<file path="src/rtl/spi_fe_pkg.sv">
package spi_fe_pkg;
  localparam int CMD_W      = 8;
  localparam int WORD_W     = 16;
  localparam int ADDR_W     = 6;
  localparam int FRAME_BITS = CMD_W + WORD_W;
  localparam int CNT_W      = $clog2(FRAME_BITS + 2);

  typedef enum logic [1:0] {
    OP_READ    = 2'b00,
    OP_WRITE   = 2'b01,
    OP_RDCLR   = 2'b10,
    OP_DEVINFO = 2'b11
  } op_e;

  typedef logic [ADDR_W-1:0] addr_t;
  typedef logic [WORD_W-1:0] word_t;
  typedef logic [CNT_W-1:0]  cnt_t;

  // Identification word for the device-information space
  function automatic word_t devinfo_word(addr_t a, logic [7:0] code, int depth);
    if (int'(a) < depth) return {code, 2'b00, a};
    return '0;
  endfunction

  // Reply bit sent after idx rising clocks; zero past the frame
  function automatic logic reply_bit(logic [FRAME_BITS-1:0] r, cnt_t idx);
    if (int'(idx) < FRAME_BITS) return r[FRAME_BITS-1-int'(idx)];
    return 1'b0;
  endfunction

  // Clock counter that stops one beyond the frame length
  function automatic cnt_t count_step(cnt_t c);
    if (int'(c) > FRAME_BITS) return c;
    return c + cnt_t'(1);
  endfunction
endpackage

</file>
<file path="src/rtl/spi_pin_sync.sv">
module spi_pin_sync #(
  parameter int STAGES = 2
) (
  input  logic clk,
  input  logic rst_n,
  input  logic cs_n,
  input  logic sck,
  input  logic sdi,
  output logic cs_s,
  output logic sdi_s,
  output logic sck_rise,
  output logic sck_fall,
  output logic cs_fall,
  output logic cs_rise
);
  logic [2:0] stg [STAGES];
  logic       cs_d, sck_d;
  logic       sck_s;

  always_ff @(posedge clk or negedge rst_n) begin
    if (!rst_n) begin
      for (int s = 0; s < STAGES; s++) stg[s] <= 3'b100;
      cs_d  <= 1'b1;
      sck_d <= 1'b0;
    end else begin
      stg[0] <= {cs_n, sck, sdi};
      for (int s = 1; s < STAGES; s++) stg[s] <= stg[s-1];
      cs_d  <= cs_s;
      sck_d <= sck_s;
    end
  end

  assign cs_s     = stg[STAGES-1][2];
  assign sck_s    = stg[STAGES-1][1];
  assign sdi_s    = stg[STAGES-1][0];
  assign sck_rise = sck_s & ~sck_d;
  assign sck_fall = ~sck_s & sck_d;
  assign cs_fall  = ~cs_s & cs_d;
  assign cs_rise  = cs_s & ~cs_d;
endmodule

</file>
<file path="src/rtl/spi_frame_ctrl.sv">
module spi_frame_ctrl
  import spi_fe_pkg::*;
(
  input  logic       clk,
  input  logic       rst_n,
  input  logic       cs_s,
  input  logic       sdi_s,
  input  logic       sck_rise,
  input  logic       sck_fall,
  input  logic       cs_fall,
  input  logic       cs_rise,
  input  logic [6:0] dev_flags,
  input  word_t      rd_word,
  output op_e        peek_op,
  output addr_t      peek_addr,
  output logic       cmd_latch,
  output op_e        op_q,
  output addr_t      addr_q,
  output word_t      wdata,
  output logic       frame_start,
  output logic       frame_end,
  output logic       frame_ok,
  output cnt_t       bit_cnt,
  output logic       bad_flag,
  output logic       sdo,
  output logic       sdo_oe
);
  logic       in_frame, rise_ev, fall_ev;
  logic [7:0] status_q;
  word_t      data_q;
  word_t      sh;
  logic [CMD_W-1:0] next_cmd;

  assign in_frame    = ~cs_s;
  assign rise_ev     = sck_rise & in_frame;
  assign fall_ev     = sck_fall & in_frame;
  assign frame_start = cs_fall;
  assign frame_end   = cs_rise;
  assign frame_ok    = frame_end && (bit_cnt == cnt_t'(FRAME_BITS));
  assign next_cmd    = {sh[CMD_W-2:0], sdi_s};
  assign peek_op     = op_e'(next_cmd[CMD_W-1 -: 2]);
  assign peek_addr   = next_cmd[ADDR_W-1:0];
  assign cmd_latch   = rise_ev && (bit_cnt == cnt_t'(CMD_W - 1));
  assign wdata       = sh;
  assign sdo_oe      = in_frame;

  always_ff @(posedge clk or negedge rst_n) begin
    if (!rst_n) begin
      bit_cnt  <= '0;
      sh       <= '0;
      status_q <= '0;
      data_q   <= '0;
      op_q     <= OP_READ;
      addr_q   <= '0;
      sdo      <= 1'b0;
    end else if (frame_start) begin
      bit_cnt  <= '0;
      status_q <= {bad_flag, dev_flags};
      data_q   <= '0;
      sdo      <= bad_flag;
    end else if (rise_ev) begin
      sh      <= {sh[WORD_W-2:0], sdi_s};
      bit_cnt <= count_step(bit_cnt);
      if (cmd_latch) begin
        op_q   <= peek_op;
        addr_q <= peek_addr;
        data_q <= rd_word;
      end
    end else if (fall_ev) begin
      sdo <= reply_bit({status_q, data_q}, bit_cnt);
    end
  end

  always_ff @(posedge clk or negedge rst_n) begin
    if (!rst_n)         bad_flag <= 1'b0;
    else if (frame_end) bad_flag <= (bit_cnt != cnt_t'(FRAME_BITS));
  end
endmodule

</file>
<file path="src/rtl/spi_regbank.sv">
module spi_regbank
  import spi_fe_pkg::*;
#(
  parameter int         NUM_REGS      = 8,
  parameter logic [7:0] FRAME_ID      = 8'h42,
  parameter logic [7:0] DEVICE_CODE   = 8'hC5,
  parameter int         DEVINFO_DEPTH = 4
) (
  input  logic  clk,
  input  logic  rst_n,
  input  op_e   peek_op,
  input  addr_t peek_addr,
  input  op_e   op_q,
  input  addr_t addr_q,
  input  word_t wdata,
  input  logic  frame_ok,
  output word_t rd_word,
  output logic  commit_we,
  output logic  clear_en
);
  localparam addr_t ID_ADDR = addr_t'(6'h3E);

  word_t regs [NUM_REGS];
  logic  hit_q;

  assign hit_q     = int'(addr_q) < NUM_REGS;
  assign commit_we = frame_ok && (op_q == OP_WRITE) && hit_q;
  assign clear_en  = frame_ok && (op_q == OP_RDCLR) && hit_q;

  for (genvar i = 0; i < NUM_REGS; i++) begin : g_reg
    word_t q;
    always_ff @(posedge clk or negedge rst_n) begin
      if (!rst_n) q <= '0;
      else if (int'(addr_q) == i) begin
        if (commit_we)     q <= wdata;
        else if (clear_en) q <= '0;
      end
    end
    assign regs[i] = q;
  end

  always_comb begin
    rd_word = '0;
    if (peek_op == OP_DEVINFO) begin
      rd_word = devinfo_word(peek_addr, DEVICE_CODE, DEVINFO_DEPTH);
    end else if (peek_addr == ID_ADDR) begin
      rd_word = {8'h00, FRAME_ID};
    end else begin
      for (int i = 0; i < NUM_REGS; i++)
        if (int'(peek_addr) == i) rd_word = regs[i];
    end
  end
endmodule

</file>
<file path="src/rtl/spi_frame_engine.sv">
module spi_frame_engine
  import spi_fe_pkg::*;
#(
  parameter int         NUM_REGS      = 8,
  parameter logic [7:0] FRAME_ID      = 8'h42,
  parameter logic [7:0] DEVICE_CODE   = 8'hC5,
  parameter int         DEVINFO_DEPTH = 4,
  parameter int         SYNC_STAGES   = 2
) (
  input  logic       clk,
  input  logic       rst_n,
  input  logic       cs_n,
  input  logic       sck,
  input  logic       sdi,
  input  logic [6:0] dev_flags,
  output logic       sdo,
  output logic       sdo_oe
);
  logic  cs_sync, sdi_sync, sck_rise, sck_fall, cs_fall, cs_rise;
  logic  frame_start, frame_end, frame_ok, cmd_latch, bad_flag;
  logic  commit_we, clear_en;
  op_e   peek_op, op_q;
  addr_t peek_addr, addr_q;
  word_t rd_word, wdata;
  cnt_t  bit_cnt;

  spi_pin_sync #(.STAGES(SYNC_STAGES)) u_sync (
    .clk(clk), .rst_n(rst_n), .cs_n(cs_n), .sck(sck), .sdi(sdi),
    .cs_s(cs_sync), .sdi_s(sdi_sync), .sck_rise(sck_rise),
    .sck_fall(sck_fall), .cs_fall(cs_fall), .cs_rise(cs_rise)
  );

  spi_frame_ctrl u_ctrl (
    .clk(clk), .rst_n(rst_n), .cs_s(cs_sync), .sdi_s(sdi_sync),
    .sck_rise(sck_rise), .sck_fall(sck_fall), .cs_fall(cs_fall),
    .cs_rise(cs_rise), .dev_flags(dev_flags), .rd_word(rd_word),
    .peek_op(peek_op), .peek_addr(peek_addr), .cmd_latch(cmd_latch),
    .op_q(op_q), .addr_q(addr_q), .wdata(wdata),
    .frame_start(frame_start), .frame_end(frame_end), .frame_ok(frame_ok),
    .bit_cnt(bit_cnt), .bad_flag(bad_flag), .sdo(sdo), .sdo_oe(sdo_oe)
  );

  spi_regbank #(
    .NUM_REGS(NUM_REGS), .FRAME_ID(FRAME_ID),
    .DEVICE_CODE(DEVICE_CODE), .DEVINFO_DEPTH(DEVINFO_DEPTH)
  ) u_bank (
    .clk(clk), .rst_n(rst_n), .peek_op(peek_op), .peek_addr(peek_addr),
    .op_q(op_q), .addr_q(addr_q), .wdata(wdata), .frame_ok(frame_ok),
    .rd_word(rd_word), .commit_we(commit_we), .clear_en(clear_en)
  );
endmodule

</file>
<file path="config.mk">
export PLATFORM = sky130hd
export DESIGN_NAME = spi_frame_engine
export DESIGN_NICKNAME = d
export VERILOG_FILES = /design/src/rtl/spi_fe_pkg.sv /design/src/rtl/spi_pin_sync.sv /design/src/rtl/spi_frame_ctrl.sv /design/src/rtl/spi_regbank.sv /design/src/rtl/spi_frame_engine.sv
export SDC_FILE = /design/constraint.sdc
export NUM_CORES = 1
export LEC_CHECK = 0
export BUFFER_PORTS_ARGS = -buffer_cell sky130_fd_sc_hd__buf_4
export CORE_UTILIZATION = 57
export CTS_CLUSTER_DIAMETER = 120
export DETAILED_ROUTE_END_ITERATION = 10
export HOLD_SLACK_MARGIN = 0.15
export PLACE_DENSITY = 0.76
export RECOVER_POWER = 25
export SYNTH_ARGS = -nofsm -noshare
export SYNTH_HDL_FRONTEND = slang
export SYNTH_HIERARCHICAL = 1
export SYNTH_SLANG_ARGS = --single-unit
</file>
<file path="constraint.sdc">
create_clock -name clk -period 2.2 [get_ports clk]
set_input_delay 0.33 -clock clk [delete_from_list [all_inputs] [get_ports clk]]
set_output_delay 0.33 -clock clk [all_outputs]
set_load 0.01 [all_outputs]
</file>
* Word level (Yosys, flattened, before mapping)
Index checks and enable logic that the tools add are counted. W data, S select, Z words.
Word-level totals: input bits 12, word-level logic and storage cells 123, flip-flop bits (word level) 191, output and inout bits 2
Cells by class: magnitude comparators 5, equal/unequal tests 23, add/subtract/negate cells 2, multiplexer cells 37, bitwise operators 11, reductions and logical operators 25
Operators with widths (count):
- $mux W16 | 17
- $eq A6 B4 Y1 const B | 8
- $lt A32 B7 Y1 const B | 1
- $eq A6 B3 Y1 const B | 4
- $reduce_and A2 Y1 | 12
- $mux W1 | 16
- $mux W5 | 3
- $eq A6 B2 Y1 const B | 2
- $logic_not A6 Y1 | 2
- $reduce_bool A2 Y1 | 4
- $and A1 B1 Y1 | 6
- $eq A6 B6 Y1 const B | 1
- $logic_and A1 B1 Y1 | 6
- $lt A6 B3 Y1 const B | 1
- $lt A6 B4 Y1 const B | 1
- $sub A5 B5 Y6 const A | 1
- $add A5 B1 Y5 const B | 1
- $bmux W1 S5 | 1
- $eq A5 B3 Y1 const B | 1
- $eq A5 B5 Y1 const B | 1
- $gt A5 B5 Y1 const B | 1
- $lt A5 B5 Y1 const B | 1
- $ne A5 B5 Y1 const B | 1
- $not A1 Y1 | 5
- other kinds (5) | 6

* Logic depth before layout (Yosys ltp)
Gate-level depths: netlist of run 1.
depth after elaboration 14, mapped depth 11, gate-level depth less buffers 8

* By module
The synthesis of run 1 kept the hierarchy.
By module, submodules not included:
- spi_regbank | instances 1, cells an instance 570, area each 6063.3 um2
- spi_frame_ctrl | instances 1, cells an instance 214, area each 2557.5 um2
- spi_pin_sync | instances 1, cells an instance 12, area each 239.0 um2

* Worst setup path after synthesis of run 1
OpenSTA, ideal clock, no wires.
path kind reg2reg, start point reg u_ctrl.bit_cnt[1], end point reg u_bank.g_reg[0].q[10], library setup time 0.125 ns, setup slack -0.231 ns, data arrival time 2.307 ns, path buffers 2, data required time 2.075 ns, stages on the path, launching flop included 11, period minus slack after synthesis 2.431 ns, cells stage by stage dfrtp_1 > buf_6 > inv_1 > ha_1 > nand2b_1 > nor2_1 > nor4b_4 > nand2_4 > nor4_4 > buf_6 > mux2_2
On the way: word-level cells in the longest chain between the ends 6
Ends and longest elaborated chain:
- start: declaration | RTL line spi_frame_ctrl.sv:23 | output cnt_t bit_cnt,
- start signal: assignment | RTL line spi_frame_ctrl.sv:63 | bit_cnt <= count_step(bit_cnt);
- $eq A5 B5 Y1 * | RTL line spi_frame_ctrl.sv:39 | assign frame_ok = frame_end && (bit_cnt == cnt_t'(FRAME_BITS));
- $logic_and A1 B1 Y1 * | RTL line spi_frame_ctrl.sv:39
- named net frame_ok | RTL line spi_frame_engine.sv:20 | logic frame_start, frame_end, frame_ok, cmd_latch, bad_flag;
- $logic_and A1 B1 Y1 (on tied branches) (2 in series) | RTL line spi_regbank.sv:27, spi_regbank.sv:28
- $reduce_bool A2 Y1 (no line)
- $reduce_and A2 Y1 (no line)
- end signal: assignment | RTL line spi_regbank.sv:35 | if (commit_we) q <= wdata;
- end: declaration | RTL line spi_regbank.sv:31 | word_t q;
Mark *: on every way through the listed nets, which the timed path passes. The rest lies on a longest branch. A chain may end at the register's enable or synchronous reset.

* Final worst setup path of run 1
start point reg u_sync.stg (netlist bit u_sync/cs_s), end point reg u_bank.g_reg[2].q[5]
On the way: word-level cells in the longest chain between the ends 6
Ends and longest elaborated chain:
- start: declaration | RTL line spi_pin_sync.sv:16 | logic [2:0] stg [STAGES];
- $and A1 B1 Y1 * | RTL line spi_pin_sync.sv:39 | assign cs_rise = cs_s & ~cs_d;
- named net cs_rise | RTL line spi_frame_engine.sv:19 | logic cs_sync, sdi_sync, sck_rise, sck_fall, cs_fall, cs_rise;
- $logic_and A1 B1 Y1 * | RTL line spi_frame_ctrl.sv:39
- named net frame_ok | RTL line spi_frame_engine.sv:20
- $logic_and A1 B1 Y1 (on tied branches) (2 in series) | RTL line spi_regbank.sv:27, spi_regbank.sv:28
- $reduce_bool A2 Y1 (no line)
- $reduce_and A2 Y1 (no line)
- end signal: assignment | RTL line spi_regbank.sv:35
- end: declaration | RTL line spi_regbank.sv:31
Marks and branches as above.

==> results by group, run 1 <==
Detailed routing
  • DR iter-0 viols: 631
  • WL final: roughly 23000 um
  • Drt wl/cell: between 20 and 25 um
  • DRT antenna net count: 0
  • Vias per cell: about 6.2
  • Vias: around 6600
  • Post-route DRC: 0
  • Initial DRT Pass Iterations: 5

Pwr
  • Peak supply drop: 547.1 uV
  • PD cells: ~780 nW/um^2
  • P_leak: between 0.004 and 0.005 uW

Setup path
  • Crit path depth: 9
  • Signal arrival time at the worst endpoint: approximately 2600 ps
  • Worst path bufs/invs: 2
  • Startpoint types: flip-flop
  • FF-to-FF Start: u_sync/cs_s
  • Worst R2R Setup Slack: -30 ps
  • Worst path slowest cell: dfstp_2
  • Largest stage delay, worst path: 530 ps
  • Critical path data required time: 2530 ps
  • Setup CP Type: flip-flop to flip-flop
  • Cell count of the worst reg-to-reg path: 9
  • Crit Path Max Fanout: 8
  • Top Family by Delay on Critical Path: simple AND/OR/NAND/NOR gates
  • Worst reg2reg endpoint: u_bank/g_reg[2].q[5]
  • Crit. End Element: flip-flop
  • CP cell instances: and2b_2 > nand2_2 > nor2_4 > nor4b_4 > nand2_4 > nor3b_4 > buf_6 > buf_12 > mux2_2

Floorplanning
  • Core area: roughly 15000 um^2
  • Die width: approximately 130 um
  • Initial Util: 58.33%
  • Site Rows: between 40 and 50
  • DIE AREA: 16000 um^2
  • Die Y-Extent: 126.5 um
  • Total I/O pin count: 14

Finish
  • Fin util: 70.48%
  • Share of layout cells above drive strength 1: roughly 33%
  • # fillers: between 1000 and 1500
  • Area delta synth->final: 20.82%
  • Layout Cells excl Fill: around 1100
  • Nets@finish: 865
  • N_diodes: 0

Place
  • DP Worst Slack: -22.79 ps
  • RD Place Congestion: 0.8816
  • # placed instances: about 1000
  • Post-DP HPWL: between 10000 and 15000 um
  • Port Buffers: 13

Timing
  • Clk_skew: about 8.0 ps
  • Slew Limit Fails: 0
  • Fin crit share: 101.5%
  • Period minus WS final: 2233 ps
  • Final setup margin: -33.42 ps
  • Setup violations, final: 19
  • FMAX: approximately 450 MHz
  • Worst Tran Pin Value: 440.3 ps
  • Rel. slew slack: a little over two thirds
  • RSZ-0062 raised after global routing: yes
  • Final Hold Violating Endpoints: 0

CTS
  • Clk root buf: clkbuf_16
  • Clk slew on worst S/H paths: 70 ps
  • CTS sink count: about 190
  • CTS buffer count: 17
  • H-tree depth: 4
  • CTS tree: built
  • CTS Buffer Depth: 2
  • Clk_lat worst skew: 440 ps

Global routing
  • Antenna violations before repair: 0
  • Number of global-route vias before repair: roughly 6900
  • GR Overflow Total: 0
  • Largest net degree at the start of global routing: 58
  • Global-route wire length before repair: about 36000 um
  • Total Routing Usage GR: ~30%

Min path
  • Hold crit path type: flip-flop to flip-flop
  • Cells on Worst Hold Path: 0
  • Hold Crit Start: u_sync/stg[3]
  • Worst Hold Endpoint: u_sync/sdi_s

Outcome
  • Status: finished with violations
  • Failing checks: setup timing

Flow run
  • Max Cap Viol: 0

Yosys
  • Synth Instances: 793
  • Synth warn: 6
  • Syn_nets: ~810
  • Mapped Area: slightly below 9000 um^2
  • Synth Area per Inst: 11.14 um^2
[power by group]
part | switching, uW | internal [uW] | total (uW) | leakage [uW]
clock network | 1380 | 1920 | 3290 | 0.000298
logic | 743 | 561 | 1300 | 0.00181
registers | 102 | 3610 | 3710 | 0.00261
[metal layers]
| metal | part of all wire, % | wire length, um | track usage [%] |
|---|---|---|---|
| met5 | 0 | 0 | 0 |
| met4 | 3.0 | 675 | 11.13 |
| met3 | 6.6 | 1500 | 7.170 |
| met2 | 50 | 11330 | 50.60 |
| met1 | 41 | 9297 | 37.17 |
[sequential cells by signal (all words and copies together) (netlist names)]
| signal | cells |
|---|---|
| u_sync/sdi_s | 1 |
| u_sync/cs_d | 1 |
| u_sync/stg | 3 |
| u_ctrl/op_q | 2 |
| u_ctrl/data_q | 16 |
| u_ctrl/bit_cnt | 5 |
| u_bank/g.q | 128 |
| u_sync/sck_s | 1 |
| u_sync/sck_d | 1 |
| u_ctrl/bad_flag | 1 |
| u_ctrl/addr_q | 6 |
| u_ctrl/status_q | 8 |
| u_ctrl/sdo | 1 |
| u_sync/cs_s | 1 |
| u_ctrl/wdata | 16 |
[metrics by stage]
stage	instance area [um^2]	power (uW)	hold slack (ps)	setup TNS, ps
after global routing	10670	8565	357.4	-7294
after global placement	9558	4872	298.7	-40.89
final	10670	8308	353.8	-338.1
after CTS	10340	8215	356.9	-277.8
after floorplan	8962	4405	34.41	-4020
after detailed placement	9558	4908	304.3	-86.29
[cell usage in the layout (no fill, tap or decap), types with 5 or more instances in the layout]
cell,count
a21oi_1,18
o221ai_1,11
nand4_1,5
dfrtp_1,186
nand3_1,9
dlygate4sd3_1,11
a32oi_1,6
a22oi_1,15
a31oi_1,11
mux2_2,44
clkbuf_16,20
mux4_2,5
buf_12,9
o22ai_1,6
nand2_1,125
nor2_1,15
o21ai_1,52
o21ai_2,7
buf_4,64
mux2i_1,6
and2_4,9
buf_6,5
and2_1,11
mux2_4,44
o21ai_0,37
nor2b_1,5
nor3b_1,5
nand2_2,17
[final cells by class]
| class | count | area (um^2) | area share (%) |
|---|---|---|---|
| Multi-Input combinational cell | 536 | 4038 | 37.83 |
| Timing Repair Buffer | 97 | 953.4 | 8.932 |
| Clock buffer | 17 | 425.4 | 3.985 |
| Tap cell | 188 | 235.2 | 2.204 |
| Sequential cell | 191 | 4786 | 44.84 |
| Clock inverter | 15 | 210.2 | 1.969 |
| Inverter | 7 | 26.28 | 0.2462 |
[repair_timing]
item | 4_1_cts | 5_1_grt
pin swaps | 0 | 22
setup buffers | 2 | 6
gates cloned | 0 | 3
endpoints found under the hold margin | 52 | 0
hold buffers | 11 | 0
gates resized for setup | 10 | 120
setup endpoints to repair | 29 | 145
[worst max path at each step]
stage / from / to / slack (ps)
3_3_place_gp: u_sync/cs_s / u_bank/g_reg[0].q[15] / -9
6_report: u_sync/cs_s / u_bank/g_reg[2].q[5] / -30
3_5_place_dp: u_sync/cs_s / u_bank/g_reg[0].q[0] / -20
5_1_grt: u_sync/cs_s / u_bank/g_reg[2].q[7] / -120
2_1_floorplan: u_sync/cs_s / u_bank/g_reg[0].q[10] / -210
4_1_cts: u_sync/cs_s / u_bank/g_reg[0].q[15] / -40
Note: power is estimated with default switching activity, not from simulation.
==> inputs of run 2 (changes only) <==
CELL_PAD_IN_SITES_DETAIL_PLACEMENT = 1   (was unset)
CELL_PAD_IN_SITES_GLOBAL_PLACEMENT = 1   (was unset)
CORE_ASPECT_RATIO = 0.75   (was unset)
CORE_UTILIZATION = 46   (was 57)
PLACE_DENSITY = unset   (was 0.76)
PLACE_DENSITY_LB_ADDON = 0.1   (was unset)
==> run 2 against run 1 <==
The flow still finishes with violations (setup timing). Count of clock-buffer cells in the layout is 2 higher. Setup slack worse by 150 ps. Critical path depth is 1 higher. Clock power hardly changed. Design area is 10% higher. Total power is 3.4% higher. Fmax is 6.4% lower. Non-clock buffer count is 20 higher. Die area is 24% higher. Hold slack worse by 3.0 ps. Combinational power is 24% higher. Largest cell class unchanged.
==> results by group, run 2 (synthesized netlist as in run 1, its figures left out) <==
Setup path
  • Cell count of the worst reg-to-reg path: 10 (+1)
  • Critical path data required time: 2520 ps (about the same)
  • Crit path to: u_bank/g_reg[2].q[13]
  • Startpoint types: flip-flop
  • Largest stage delay, worst path: 540 ps (about the same)
  • Cell repeated most along the worst path: buf_6
  • Crit. End Element: flip-flop
  • Crit Path Max Fanout: 8 (unchanged)
  • FF-to-FF Start: u_sync/cs_s
  • Worst R2R Setup Slack: -190 ps (-150 ps)
  • Setup CP Type: flip-flop to flip-flop
  • Crit path depth: 10 (+1)
  • Beginning of the critical path: u_sync/cs_s
  • CP cell instances: and2b_2 > nand2_2 > nor2_4 > nor4b_4 > nand2_4 > buf_6 > nor3b_4 > buf_6 > clkbuf_16 > mux2_4
  • Worst reg2reg endpoint: u_bank/g_reg[2].q[13]
  • Worst path slowest cell: dfstp_2
  • Top Family by Delay on Critical Path: simple AND/OR/NAND/NOR gates
  • Worst path bufs/invs: 3 (+1)
  • Signal arrival time at the worst endpoint: 2710 ps (+150 ps)

Floorplanning
  • DIE AREA: 19770 um^2 (+24%)
  • Die width: 162.0 um (+28%)
  • Die Y-Extent: 122.0 um (-3.5%)
  • Core area: 18670 um^2 (+23%)
  • Initial Util: 47.32% (-11 points)
  • Total I/O pin count: 14 (unchanged)
  • Site Rows: 43 (-4.4%)

Timing
  • RSZ-0062 raised after global routing: yes
  • Final setup margin: -185.9 ps (-152.4 ps)
  • Fin crit share: 108.4% (+6.9 points)
  • Rel. slew slack: 61.52% (-9.1 points)
  • Clk_skew: 12.21 ps (+4.163 ps)
  • Fin Hold WS: 350.9 ps (-2.981 ps)
  • Setup violations, final: 75 (+56)
  • Period minus WS final: 2386 ps (+152.4 ps)
  • Worst Tran Pin Value: 576.0 ps (+135.8 ps)
  • FMAX: 419.1 MHz (-6.4%)
  • Slew Limit Fails: 0 (unchanged)
  • Final Hold Violating Endpoints: 0 (unchanged)

Place
  • Post-DP HPWL: 17770 um (+22%)
  • DP Worst Slack: -147.6 ps (-124.8 ps)
  • RD Place Congestion: 0.8079 (-8.4%)
  • Post-DP Area: 9774 um^2 (+2.3%)
  • Port Buffers: 13 (unchanged)

Finish
  • Area delta synth->final: 33.10%
  • N_diodes: 0 (unchanged)
  • Largest register FFs: 128 (unchanged)
  • Share of layout cells above drive strength 1: 43.60% (+11 points)
  • Most flop-heavy register: u_bank/g.q
  • Commonest non-fill, non-tap cell in the layout: dfrtp_1
  • Design area: 11760 um^2 (+10%)
  • Most frequent cells in the layout: dfrtp_1, nand2_1, buf_4, o21ai_2
  • Fin util: 62.99% (-7.5 points)
  • Nets@finish: 885 (+2.3%)

Global routing
  • Number of global-route vias before repair: 7466 (+8.4%)
  • Antenna violations before repair: 2 (+2)
  • Largest net degree at the start of global routing: 48 (-17%)
  • Total Routing Usage GR: 32.23% (+2.4 points)
  • GR Overflow Total: 0 (unchanged)
  • Global-route wire length before repair: 45940 um (+28%)

Detailed routing
  • Initial DRT Pass Iterations: 5 (unchanged)
  • Vias: 7032 (+7.3%)
  • DRT antenna net count: 0 (unchanged)
  • WL final: 32300 um (+42%)
  • WL met3: 1859 um (+24%)
  • Drt wl/cell: 28.58 um (+32%)
  • Highest metal used: met4
  • Vias per cell: 6.223 (-0.22%)
  • Post-route DRC: 0 (unchanged)
  • Met2 wire len: 15430 um (+36%)
  • Wl on met1: 13930 um (+50%)
  • DR iter-0 viols: 621 (-1.6%)

Min path
  • Hold crit path type: flip-flop to flip-flop
  • Hold Crit Start: u_sync/stg[4]

CTS
  • CTS tree: built
  • Clk slew on worst S/H paths: 70 ps (about the same)
  • CTS buffer count: 17 (unchanged)
  • CTS sink count: 191 (unchanged)
  • Clk root buf: clkbuf_16
  • CTS Buffer Depth: 2 (unchanged)
  • Clk_lat worst skew: 440 ps (about the same)
  • H-tree depth: 4 (unchanged)

Outcome
  • Status: finished with violations
  • Failing checks: setup timing

Flow run
  • Max Cap Viol: 0 (unchanged)

Pwr
  • P_leak: 0.005085 uW (+7.8%)
  • Total power: 8594 uW (+3.4%)
  • PD cells: 730.9 nW/um^2 (-6.1%)
  • Peak supply drop: 371.9 uV (-32%)
run 2: timing repair:
item / CTS / global route
pin swaps: 26 / 62
endpoints found under the hold margin: 52 / 0
gates cloned: 7 / 5
buffers inserted: 9 / 15
setup endpoints to repair: 130 / 152
hold buffers: 11 / 0
resized for setup: 133 / 161
run 2: through the flow:
stage,TNS [ps],std cells
floorplan,-4020,793
global placement,-167.3,1055
detailed placement,-7804,1055
CTS,-6071,1114
global route,-19720,1130
finish,-6674,1130
run 2: report_power, final:
part | total [uW] | switching, uW | internal [uW]
logic | 1610 | 960 | 649
clock network | 3260 | 1430 | 1830
registers | 3720 | 117 | 3610
run 2: layout make-up:
type                       count  area, um^2
fill                        1815        6910
multi-input combinational    536        4564
inverter                       7       31.28
tap                          247       309.0
clock inverter                13       162.7
sequential                   191        4786
timing repair buffer         117        1463
clock buffer                  19       442.9
run 2: worst register-to-register path, delay by kind of cell (launching register included):
family / cells / cell delay (ps)
AND/OR/NAND/NOR: 6 / 940
buffers and inverters: 3 / 470
flip-flops: 1 / 540
multiplexers: 1 / 310
run 2: routing by layer:
layer	GRT usage (%)	vias to the layer above
li1	-	2988
met1	43.21	3723
met2	50.38	245
met3	7.354	76
met4	14.03	0
met5	0	-
run 2: worst min path at each step:
stage / to / cells past startpoint
6_report: u_sync/sck_s / 0
5_1_grt: u_sync/cs_s / 0
4_1_cts: u_sync/sck_s / 0
3_5_place_dp: u_bank/g_reg[5].q[14] / 1
3_3_place_gp: u_bank/g_reg[0].q[15] / 1
2_1_floorplan: u_bank/g_reg[0].q[0] / 0
==> inputs of run 3 (changes only) <==
SKIP_CTS_REPAIR_TIMING = 1   (was unset)
==> run 3 against run 2 <==
The flow still finishes with violations (setup timing). Utilization decreased by 2.9 points. First-iteration DRC count decreased by 0.97%. Fmax increased by 1.6%. Global-route usage decreased by 3.1 points. Via count decreased by 2.0%. Design area decreased by 4.7%. Flip-flop and latch count unchanged. Final cell count decreased by 0.27%.
==> results by group, run 3 (synthesized netlist as in run 1, its figures left out) <==
Detailed routing
  • Post-route DRC: 0 (unchanged)
  • Initial DRT Pass Iterations: 7 (+2)
  • Vias: 6891 (-2.0%)
  • Drt wl/cell: 26.86 um (-6.0%)
  • DRT antenna net count: 0 (unchanged)
  • DR iter-0 viols: 615 (-0.97%)
  • WL final: 30270 um (-6.3%)
  • Vias per cell: 6.114 (-1.7%)

Outcome
  • Status: finished with violations
  • Failing checks: setup timing

Floorplanning
  • DIE AREA: 19770 um^2 (unchanged)
  • Initial Util: 47.32% (unchanged)
  • Die width: 162.0 um (unchanged)
  • Site Rows: 43 (unchanged)
  • Die Y-Extent: 122.0 um (unchanged)
  • Total I/O pin count: 14 (unchanged)
  • Core area: 18670 um^2 (unchanged)

Timing
  • Slew Limit Fails: 0 (unchanged)
  • Worst Tran Pin Value: 592.1 ps (+16.11 ps)
  • Period minus WS final: 2349 ps (-36.67 ps)
  • RSZ-0062 raised after global routing: yes
  • Final Hold Violating Endpoints: 0 (unchanged)
  • Final setup margin: -149.2 ps (+36.67 ps)
  • Fin crit share: 106.8% (-1.7 points)
  • Rel. slew slack: 60.44% (-1.1 points)
  • Clk_skew: 13.47 ps (+1.256 ps)
  • FMAX: 425.7 MHz (+1.6%)
  • Setup violations, final: 86 (+15%)
  • Final TNS setup: -4860 ps (+1814 ps)

Pwr
  • Comb power frac: 19.5% (+0.8 points)
  • Total power: 8663 uW (+0.80%)
  • P_leak: 0.004882 uW (-4.0%)
  • Sequential Power Share: 42.9% (-0.4 points)
  • Switch Pwr: 2493 uW (-0.74%)
  • Peak supply drop: 390.5 uV (+5.0%)
  • PD cells: 772.8 nW/um^2 (+5.7%)
  • Int Pwr: 6170 uW (+1.4%)
  • Sw Ratio: 28.77% (-0.45 points)
  • Clk network pwr share: 37.6% (-0.3 points)

Finish
  • Share of layout cells above drive strength 1: 35.95% (-7.7 points)
  • Layout Cells excl Fill: 1127 (-0.27%)
  • Nets@finish: 881 (-0.45%)
  • Largest register FFs: 128 (unchanged)
  • Most frequent cells in the layout: dfrtp_1, nand2_1, o21ai_1, buf_4
  • Commonest non-fill, non-tap cell in the layout: dfrtp_1
  • Most flop-heavy register: u_bank/g.q
  • Fin util: 60.04% (-2.9 points)
  • Area delta synth->final: 26.88%
  • Design area: 11210 um^2 (-4.7%)

Place
  • Post-DP HPWL: 17770 um (unchanged)
  • Post-DP Area: 9774 um^2 (unchanged)
  • Port Buffers: 13 (unchanged)
  • # placed instances: 1055 (unchanged)
  • RD Place Congestion: 0.8079 (unchanged)

CTS
  • H-tree depth: 4 (unchanged)
  • CTS buffer count: 17 (unchanged)
  • Clk_lat worst skew: 440 ps (about the same)
  • CTS tree: built
  • CTS sink count: 191 (unchanged)
  • Clk slew on worst S/H paths: 80 ps (about the same)
  • CTS Buffer Depth: 2 (unchanged)
  • Clk root buf: clkbuf_16

Setup path
  • Worst R2R Setup Slack: -150 ps (+40 ps)
  • Critical path data required time: 2580 ps (+60 ps)
  • Crit Path Max Fanout: 5 (-3)
  • Signal arrival time at the worst endpoint: 2730 ps (+20 ps)
  • Worst reg2reg endpoint: u_ctrl/data_q[12]
  • Crit. End Element: flip-flop
  • FF-to-FF Start: u_ctrl/wdata[3]
  • Startpoint types: flip-flop
  • Setup CP Type: flip-flop to flip-flop
  • Cell count of the worst reg-to-reg path: 9 (-1)

Global routing
  • Largest net degree at the start of global routing: 48 (unchanged)
  • Number of global-route vias before repair: 7080 (-5.2%)
  • Antenna violations before repair: 1 (-1)
  • GR Overflow Total: 0 (unchanged)
  • Global-route wire length before repair: 42150 um (-8.3%)
  • Total Routing Usage GR: 29.15% (-3.1 points)

Min path
  • Hold Crit Start: u_sync/stg[4]
  • Cells on Worst Hold Path: 0 (unchanged)
  • Hold crit path type: flip-flop to flip-flop
  • Worst Hold Endpoint: u_sync/sck_s

Flow run
  • Max Cap Viol: 0 (unchanged)
## run 3: cell count changes in the layout (fill, tap and decap cells not counted), sizes merged
| cell | previous run | this run |
|---|---|---|
| buf | 98 | 92 |
| diode | 0 | 1 |
| clkbuf | 27 | 29 |
## run 3: area by class of cell
type / count / area [um^2]
Tap cell: 247 / 309.0
Clock buffer: 19 / 442.9
Clock inverter: 13 / 162.7
Sequential cell: 191 / 4786
Antenna cell: 1 / 2.502
Timing Repair Buffer: 113 / 1333
Fill cell: 1870 / 7460
Multi-Input combinational cell: 536 / 4143
Inverter: 7 / 31.28
## run 3: critical path: stages, from the launching register on
cell	delay [ps]
dfrtp_2	450
or4_4	540
buf_8	160
nor3_4	310
buf_6	170
clkbuf_16	140
a22oi_2	40
a31oi_1	240
nand2_1	110
a21oi_2	120
## run 3: worst max path at each step
stage / slack, ps / to / cells past startpoint / start
finish: -150 / u_ctrl/data_q[12] / 9 / u_ctrl/wdata[3]
global route: -220 / u_bank/g_reg[2].q[6] / 9 / u_sync/cs_s
CTS: -260 / u_bank/g_reg[1].q[11] / 9 / u_sync/cs_s
detailed placement: -150 / u_bank/g_reg[5].q[10] / 9 / u_sync/cs_s
global placement: -30 / u_bank/g_reg[0].q[0] / 8 / u_sync/cs_s
floorplan: -210 / u_bank/g_reg[0].q[10] / 8 / u_sync/cs_s
## run 3: routing by layer
| metal | track usage (%) | part of all wire [%] | vias up |
|---|---|---|---|
| met5 | 0 | 0 | - |
| met4 | 9.847 | 3.1 | 0 |
| met3 | 6.129 | 5.4 | 63 |
| met2 | 46.19 | 48 | 230 |
| met1 | 39.96 | 44 | 3619 |
| li1 | - | - | 2979 |
## run 3: power groups by stage
stage,registers [uW],logic [uW],clock network (uW)
after CTS,3700,1340,3280
after global placement,3750,1290,0
final,3710,1690,3260
after detailed placement,3770,1340,0
after floorplan,3750,651,0
after global routing,3720,1770,3400
## run 3: stage by stage
stage | setup slack (ps) | hold slack (ps)
final | -149.2 | 351.3
after global routing | -220.1 | 369.4
after CTS | -255.0 | -155.8
after detailed placement | -147.6 | 311.5
after global placement | -29.87 | 306.5
after floorplan | -207.0 | 34.41
